$ cat config.mk
export PLATFORM = sky130hd
export DESIGN_NAME = gpio_paged_irq
export DESIGN_NICKNAME = d
export VERILOG_FILES = /design/src/rtl/gpio48_pkg.sv /design/src/rtl/gpio_sync.sv /design/src/rtl/gpio_irq_bank.sv /design/src/rtl/gpio_paged_irq.sv
export SDC_FILE = /design/constraint.sdc
export NUM_CORES = 1
export LEC_CHECK = 0
export BUFFER_PORTS_ARGS = -buffer_cell sky130_fd_sc_hd__buf_2
export CAP_MARGIN = 20
export CELL_PAD_IN_SITES_DETAIL_PLACEMENT = 0
export CELL_PAD_IN_SITES_GLOBAL_PLACEMENT = 1
export CORE_MARGIN = 2
export CORE_UTILIZATION = 48
export DETAILED_ROUTE_END_ITERATION = 7
export PLACE_DENSITY = 0.89
export SETUP_SLACK_MARGIN = 0.3
export SLEW_MARGIN = 5
export SYNTH_ARGS = -nofsm -noshare
export SYNTH_HDL_FRONTEND = slang
export SYNTH_SLANG_ARGS = --single-unit
$ cat constraint.sdc
create_clock -name clk -period 7.15 [get_ports clk]
set_input_delay 1.43 -clock clk [delete_from_list [all_inputs] [get_ports clk]]
set_output_delay 1.43 -clock clk [all_outputs]
set_load 0.1 [all_outputs]
$ cat src/rtl/gpio48_pkg.sv
package gpio48_pkg;

   // Bank shown in the shared window; the encoding is visible to software.
   typedef enum logic [1:0] {
      PG_NONE     = 2'd0,
      PG_POLARITY = 2'd1,
      PG_ENABLE   = 2'd2,
      PG_IDENT    = 2'd3
   } page_e;

   localparam int PAGE_W = 2;

endpackage

$ cat src/rtl/gpio_sync.sv
module gpio_sync #(
   parameter int W      = 8,
   parameter int STAGES = 2
) (
   input  logic         clk,
   input  logic         rst_n,
   input  logic [W-1:0] d,
   output logic [W-1:0] q
);

   if (STAGES < 2) begin : g_bad_stages
      $error("gpio_sync: STAGES must be at least 2");
   end
   if (W < 1) begin : g_bad_width
      $error("gpio_sync: W must be positive");
   end

   logic [W-1:0] stg_q [STAGES];

   always_ff @(posedge clk) begin
      if (!rst_n) begin
         for (int s = 0; s < STAGES; s++) stg_q[s] <= '0;
      end else begin
         stg_q[0] <= d;
         for (int s = 1; s < STAGES; s++) stg_q[s] <= stg_q[s-1];
      end
   end

   assign q = stg_q[STAGES-1];

endmodule

$ cat src/rtl/gpio_irq_bank.sv
module gpio_irq_bank #(
   parameter int W = 8
) (
   input  logic         clk,
   input  logic         rst_n,
   input  logic [W-1:0] lvl,
   input  logic         pol_we,
   input  logic         en_we,
   input  logic         id_we,
   input  logic [W-1:0] wdata,
   output logic [W-1:0] pol_q,
   output logic [W-1:0] en_q,
   output logic [W-1:0] id_q
);

   logic [W-1:0] prev_q;
   logic [W-1:0] rise_w, fall_w, hit_w, set_w, clr_w;

   assign rise_w = lvl & ~prev_q;
   assign fall_w = ~lvl & prev_q;
   assign hit_w  = (rise_w & pol_q) | (fall_w & ~pol_q);
   assign set_w  = hit_w & en_q;
   assign clr_w  = id_we ? wdata : '0;

   always_ff @(posedge clk) begin
      if (!rst_n) begin
         prev_q <= '0;
         pol_q  <= '0;
         en_q   <= '0;
         id_q   <= '0;
      end else begin
         prev_q <= lvl;
         if (pol_we) pol_q <= wdata;
         if (en_we)  en_q  <= wdata;
         id_q <= (id_q & ~clr_w) | set_w;
      end
   end

   // A flag may only appear on a line that was enabled.
   p_enable_gate_r7 : assert property (@(posedge clk) disable iff (!rst_n)
      ((id_q & ~$past(id_q) & ~$past(en_q)) == '0));

   // A detected edge always leaves its flag set, even with a clear pending.
   p_set_wins_r8 : assert property (@(posedge clk) disable iff (!rst_n)
      (($past(set_w) & ~id_q) == '0));

   // A clear with no colliding edge removes the flag.
   p_clear_r8 : assert property (@(posedge clk) disable iff (!rst_n)
      ((id_q & $past(clr_w & ~set_w)) == '0));

   // Polarity and enable change only on their own strobes.
   p_cfg_hold_r5 : assert property (@(posedge clk) disable iff (!rst_n)
      (!pol_we && !en_we) |=> ($stable(pol_q) && $stable(en_q)));

endmodule

$ cat src/rtl/gpio_paged_irq.sv
module gpio_paged_irq
   import gpio48_pkg::*;
#(
   parameter int NUM_PORTS   = 6,
   parameter int IRQ_PORTS   = 3,
   parameter int PORT_W      = 8,
   parameter int ADDR_W      = 8,
   parameter int SYNC_STAGES = 2
) (
   input  logic                          clk,
   input  logic                          rst_n,
   input  logic                          wr_en,
   input  logic [ADDR_W-1:0]             addr,
   input  logic [PORT_W-1:0]             wr_data,
   output logic [PORT_W-1:0]             rd_data,
   input  logic [NUM_PORTS*PORT_W-1:0]   pin_in,
   output logic [NUM_PORTS*PORT_W-1:0]   pin_pull_low,
   output logic                          irq
);

   localparam int NUM_LINES = NUM_PORTS * PORT_W;
   localparam int IRQ_LINES = IRQ_PORTS * PORT_W;
   localparam int RSVD_ADDR = NUM_PORTS;
   localparam int PAGE_ADDR = NUM_PORTS + 1;
   localparam int WIN_BASE  = NUM_PORTS + 2;
   localparam int WIN_END   = WIN_BASE + IRQ_PORTS;

   if (IRQ_PORTS < 1 || IRQ_PORTS > NUM_PORTS) begin : g_bad_irq_ports
      $error("gpio_paged_irq: IRQ_PORTS must lie in 1..NUM_PORTS");
   end
   if (PORT_W < PAGE_W + 1) begin : g_bad_port_w
      $error("gpio_paged_irq: PORT_W too narrow for the page field");
   end
   if (WIN_END > (1 << ADDR_W)) begin : g_bad_addr_w
      $error("gpio_paged_irq: ADDR_W cannot reach the window");
   end

   // ------------------------------------------------------------ input sync
   logic [NUM_LINES-1:0] lvl_w;

   gpio_sync #(.W(NUM_LINES), .STAGES(SYNC_STAGES)) u_sync (
      .clk   (clk),
      .rst_n (rst_n),
      .d     (pin_in),
      .q     (lvl_w)
   );

   // ------------------------------------------------------------ drive regs
   logic [PORT_W-1:0] drv_q [NUM_PORTS];

   for (genvar p = 0; p < NUM_PORTS; p++) begin : g_port
      always_ff @(posedge clk) begin
         if (!rst_n)                              drv_q[p] <= '0;
         else if (wr_en && addr == ADDR_W'(p))    drv_q[p] <= wr_data;
      end
      assign pin_pull_low[p*PORT_W +: PORT_W] = drv_q[p];
   end

   // ------------------------------------------------------------ page reg
   page_e page_q;

   always_ff @(posedge clk) begin
      if (!rst_n)
         page_q <= PG_NONE;
      else if (wr_en && addr == ADDR_W'(PAGE_ADDR))
         page_q <= page_e'(wr_data[PORT_W-1 -: PAGE_W]);
   end

   // ------------------------------------------------------------ irq banks
   logic [PORT_W-1:0]    pol_a [IRQ_PORTS];
   logic [PORT_W-1:0]    en_a  [IRQ_PORTS];
   logic [PORT_W-1:0]    id_a  [IRQ_PORTS];
   logic [IRQ_LINES-1:0] id_flat;

   for (genvar i = 0; i < IRQ_PORTS; i++) begin : g_bank
      logic win_hit;
      assign win_hit = wr_en && (addr == ADDR_W'(WIN_BASE + i));

      gpio_irq_bank #(.W(PORT_W)) u_bank (
         .clk    (clk),
         .rst_n  (rst_n),
         .lvl    (lvl_w[i*PORT_W +: PORT_W]),
         .pol_we (win_hit && page_q == PG_POLARITY),
         .en_we  (win_hit && page_q == PG_ENABLE),
         .id_we  (win_hit && page_q == PG_IDENT),
         .wdata  (wr_data),
         .pol_q  (pol_a[i]),
         .en_q   (en_a[i]),
         .id_q   (id_a[i])
      );

      assign id_flat[i*PORT_W +: PORT_W] = id_a[i];
   end

   assign irq = |id_flat;

   // ------------------------------------------------------------ read mux
   always_comb begin
      rd_data = '0;
      for (int p = 0; p < NUM_PORTS; p++) begin
         if (addr == ADDR_W'(p)) rd_data = lvl_w[p*PORT_W +: PORT_W];
      end
      if (addr == ADDR_W'(PAGE_ADDR))
         rd_data = {page_q, {(PORT_W-PAGE_W){1'b0}}};
      for (int i = 0; i < IRQ_PORTS; i++) begin
         if (addr == ADDR_W'(WIN_BASE + i)) begin
            case (page_q)
               PG_POLARITY: rd_data = pol_a[i];
               PG_ENABLE:   rd_data = en_a[i];
               PG_IDENT:    rd_data = id_a[i];
               default:     rd_data = '0;
            endcase
         end
      end
   end

   // ------------------------------------------------------------ assertions
   logic in_win;
   assign in_win = (addr >= ADDR_W'(WIN_BASE)) && (addr < ADDR_W'(WIN_END));

   p_reserved_r10 : assert property (@(posedge clk) disable iff (!rst_n)
      (addr == ADDR_W'(RSVD_ADDR)) |-> (rd_data == '0));

   p_page0_quiet_r11 : assert property (@(posedge clk) disable iff (!rst_n)
      (in_win && page_q == PG_NONE) |-> (rd_data == '0));

   p_drive_hold_r2 : assert property (@(posedge clk) disable iff (!rst_n)
      (!wr_en) |=> $stable(pin_pull_low));

   p_page_hold_r4 : assert property (@(posedge clk) disable iff (!rst_n)
      (!wr_en) |=> $stable(page_q));

endmodule

=== Yosys cells after proc, flatten, opt, wreduce, memory -nomap -nowiden ===
Memories as Yosys holds them, arrays and structs flattened.
Index checks and enable logic that the tools add are counted.

* Eq/ne operators: 12
* Muxes and demuxes: 44
* Reductions and logical operators: 21
* Bitwise gates (word level): 44

{| class="wikitable"
|+ Operator list
! cell !! number
|-
| 8-bit two-way mux || 19
|-
| 8-bit AND || 18
|-
| 48-bit two-way mux || 2
|-
| 8-bit inverter || 12
|-
| 8-bit one-hot mux with 3 select lines || 3
|-
| 8-bit OR || 6
|-
| 8-bit by 3-bit == test with 1-bit output, second input constant || 3
|-
| 8-bit by 4-bit == test with 1-bit output, second input constant || 3
|-
| 24-bit OR reduction || 1
|-
| 1-bit two-way mux || 20
|-
| 1-bit logical AND || 19
|-
| 8-bit by 2-bit == test with 1-bit output, second input constant || 2
|-
| 8-bit by 1-bit == test with 1-bit output, second input constant || 1
|-
| 8-bit logical NOT || 1
|-
| 1-bit OR || 8
|-
| 2-bit == test, second input constant || 2
|-
| 2-bit by 1-bit == test with 1-bit output, second input constant || 1
|}

* Register bits: 98
* Memories kept: 2
* Bits of input ports: 67
* Output and inout port bits: 57
* Memory bits (writable): 144

{| class="wikitable"
|+ Memories
! name !! depth !! bits a word !! rd ports !! clocked after Yosys merged registers in !! wr ports !! RTL line !! text
|-
| u_sync.stg_q || 2 || 48 || 2 || 0 || 2 || gpio_sync.sv:18 || <nowiki>logic [W-1:0] stg_q [STAGES];</nowiki>
|-
| drv_q || 6 || 8 || 6 || 0 || 6 || gpio_paged_irq.sv:49 || <nowiki>logic [PORT_W-1:0] drv_q [NUM_PORTS];</nowiki>
|}

=== Longest topological paths before layout ===
* Depth after elaboration: 11
* Depth in mapped cells: 7
* Mapped depth without buffers: 4

=== Modules after synthesis ===
A second synthesis with hierarchy kept.

* Cells, all modules: 885
* Area total of the unflattened synthesis: 10,097.2 um2

{| class="wikitable"
|+ By module, submodules not included
! module !! times used !! cells an instance !! area an instance (um2)
|-
| gpio_irq_bank || 3 || 109 || 1,268.7
|-
| gpio_paged_irq || 1 || 308 || 3,326.9
|-
| gpio_sync || 1 || 250 || 2,964.1
|}

=== Least setup slack after synthesis ===
No wires, ideal clock.

* Kind: input -> output
* Start point: input addr[7]
* End point: output rd_data[0]
* Setup slack: 1.668 ns
* Cell stages on the path: 4
* Data required time: 5.720 ns
* Arrival time: 4.052 ns
* Cell sequence: nor4_2 > nand3_1 > clkbuf_1 > o211ai_1

* Cells in the longest elaborated chain, start to end: 11
* Elaborated cells between the ends (all ways): 20

{| class="wikitable"
|+ RTL lines
! element !! RTL line !! text
|-
| start, declared || gpio_paged_irq.sv:13 || <nowiki>input logic [ADDR_W-1:0] addr,</nowiki>
|-
| 8-bit logical NOT || gpio_paged_irq.sv:101 || <nowiki>if (addr == ADDR_W'(p)) rd_data = lvl_w[p*PORT_W +: PORT_W];</nowiki>
|-
| 8-bit two-way mux (6 in a row) || gpio_paged_irq.sv:101 ||
|-
| 8-bit two-way mux || gpio_paged_irq.sv:103 || <nowiki>if (addr == ADDR_W'(PAGE_ADDR))</nowiki>
|-
| 8-bit two-way mux (2 in a row) || gpio_paged_irq.sv:106 || <nowiki>if (addr == ADDR_W'(WIN_BASE + i)) begin</nowiki>
|-
| 8-bit two-way mux (*) || gpio_paged_irq.sv:106 ||
|-
| end, declared || gpio_paged_irq.sv:15 || <nowiki>output logic [PORT_W-1:0] rd_data,</nowiki>
|}

Every way passes the cells marked *; elsewhere a longest branch is shown, timed or not.

=== Worst setup path after layout ===
* Start point: input addr[7]
* End point: output rd_data[3]

Same word-level chain as after synthesis.

==> impl_metrics.yaml <==
timing:
  setup-violations-final: 0
  period_minus_slack_ps: 5573
  hold_ws_ps: 426.0
  final.setup_skew_ps: 6.895
  finalCritPeriodShare: 0.7794
  max-slew-margin-rel: 0.2552
  drv_slew: 0
  finalHoldViolations: 0
  tns_ps: 0
  fmax_mhz: 179.4
  worst_pin_slew_ps: 1112
  rsz0062_at_grt: "no"
yosys:
  synthTopCellsByArea: "dfxtp_1 41%, edfxtp_1 15%, and2_1 11%"
  ys_types: 44
  synth_common_cells: "194 x dfxtp_1, 168 x and2_1, 77 x nor2_1"
  syn_nets: 959
  syn_area_um2: 9444
  yosysWarnings: 0
  synth-seq-cells: 242
  yosys.area.top_type: "dfxtp_1"
  yosys_most_used_dff: "dfxtp_1"
  synth_cells: 892
  avgSynthCellArea_um2: 10.59
  synth_edf_count: 48
  netlist.area_leader.share: 0.4112
  seq_area_frac_synth: 0.5639
  async_reset_ff_frac: 0
  synth.most_common_cell: "dfxtp_1"
clocking:
  clk_pin_slew_ps: 60
  cts_tree: "done"
  clock-sinks: 242
  htree_levels: 1
  holdBufCountCts: 0
  post_cts_buffers: 0
  cts-root-buf: "clkbuf_16"
  cts_buffers: 25
  clk_latency_ps: 520
  clockBufferDepth: 3
  cts-resized-gates: 0
power_and_ir_drop:
  p_seq_frac: 0.492
  power.internal_w: 0.002233
  p_clk_frac: 0.432
  p_comb_frac: 0.077
  peakVddDrop_mv: 0.1702
  p_sw_w: 0.0007207
  p_leak_nw: 4.504
  p_sw_frac: 0.2440
  p_per_area_nw_per_um2: 267.8
final_layout:
  nFillCells: 1717
  drive_gt1_frac: 0.2168
  syn_to_final_growth_pct: 16.81
  fin_cells: 1275
  final_util: 0.5687
  fin_nets: 1059
  antenna_cells: 0
  multi_input_area_um2: 3892
  regArea_um2: 5325
drt:
  vias: 6725
  drt_iter0_drc: 576
  ant_nets: 0
  drt-total-wl_mm: 22.85
  drt_first_pass_iters: 5
  vias_per_cell: 5.275
  drc: 0
  wl_per_cell_um: 17.92
min_path:
  whs_path_depth: 1
  hp-class: "reg -> reg"
floorplanning:
  die-area_um2: 20810
  row_count: 51
  die_w_um: 144.3
  core_um2: 19400
  io_pins: 124
  die_h_um: 144.3
  start_util: 0.4868
global_routing:
  grt_usage: 0.2233
  grt_remaining_overflow: 0
  grt_max_degree: 99
  grt_pass1_vias: 6207
  antenna_found_initial: 0
  grt_pass1_wl_mm: 35.35
flow_run:
  cap_violations: 0
placed_design:
  place_congestion: 0.9060
  port_buffers: 123
  hpwlAfterDp_mm: 15.63
  placed_cells: 1229
critical_path:
  required_ps: 5720
  startpoint_type: "primary input"
  reg2regPathDepth: 5
  endpoint_kind: "primary output"
  path_class: "in -> out"
  crit_arrival_ps: 4140
  crit_path_max_fanout: 14
outcome:
  status: "finished clean"
-- cells in the final DEF (no fill, tap or decap), types with 3 or more instances in the layout --
cell	n
a211o_1	7
a21oi_1	31
a221oi_1	10
a22oi_1	13
and2_1	168
and4_1	3
buf_2	124
buf_4	4
clkbuf_1	4
clkbuf_16	25
clkbuf_8	3
clkinvlp_4	4
dfxtp_1	194
edfxtp_1	48
mux2_2	26
mux2i_1	58
nand2_1	37
nand2b_1	4
nand3_1	7
nand4_2	4
nor2_1	77
nor2_2	4
nor2b_1	4
nor3b_1	26
nor4_1	7
o211ai_1	5
o21ai_0	62
o221ai_1	6
o2bb2ai_1	6
or3b_2	6
-- logic make-up (layout without fill, tap and decap cells) --
group	after synthesis	count (layout)	synth area share
muxes	86	86	0.09724
AOI/OAI and AO/OA	143	143	0.09354
buffers and inverters	58	176	0.02424
and+or+nand+nor	363	363	0.2211
DFF	242	242	0.5639
-- through the flow --
stage,cell area [um2],worst slack [ps],power (W)
global route,11030,1409,0.003048
detailed placement,10210,1608,0.001709
global placement,10210,1714,0.001706
floorplan,9444,1668,0.001648
finish,11030,1577,0.002954
CTS,11030,1615,0.002974
-- power by group through the flow --
stage               Combinational (W)  Clock [W]  Sequential, W
floorplan                   0.0000659          0        0.00158
global placement             0.000225          0        0.00148
detailed placement           0.000226          0        0.00148
CTS                          0.000227    0.00130        0.00145
global route                 0.000240    0.00135        0.00146
finish                       0.000227    0.00127        0.00145
-- registers in the layout (all words and copies together) (netlist names) --
signal	cells
u_sync.stg_q	96
drv_q	48
g_bank.u_bank.en_q	24
g_bank.u_bank.id_q	24
g_bank.u_bank.pol_q	24
g_bank.u_bank.prev_q	24
page_q	2
-- cell type report --
cell class	count	area share
Tap cell	265	0.03006
Timing Repair Buffer	128	0.05898
Clock inverter	13	0.01259
Inverter	3	0.001021
Multi-Input combinational cell	592	0.3528
Sequential cell	242	0.4827
Clock buffer	32	0.06181
-- metal layers --
layer,vias up,GRT usage,wire (um)
met2,283,0.3491,10200
met4,0,0.08789,865
met5,-,0,0
met1,3080,0.3107,10350
met3,63,0.03742,1440
li1,3299,-,-
-- final timing paths --
check | start | endpoint | slack, ps
hold / removal | u_sync.stg_q[0][6]$_SDFF_PN0_ | u_sync.stg_q[0][54]$_SDFF_PN0_ | 430
hold reg to reg | u_sync.stg_q[0][6]$_SDFF_PN0_ | u_sync.stg_q[0][54]$_SDFF_PN0_ | 430
setup / recovery | addr[7] | rd_data[3] | 1580
setup reg to reg | page_q[0]$_SDFFE_PN0P_ | g_bank[2].u_bank.pol_q[0]$_SDFFE_PN0P_ | 4720
-- critical path, stage by stage --
cell and delay (ps):
buf_2 110, nor4_2 890, nand3_1 700, o211ai_1 510, buf_2 500
(Power assumes the default switching activity.)
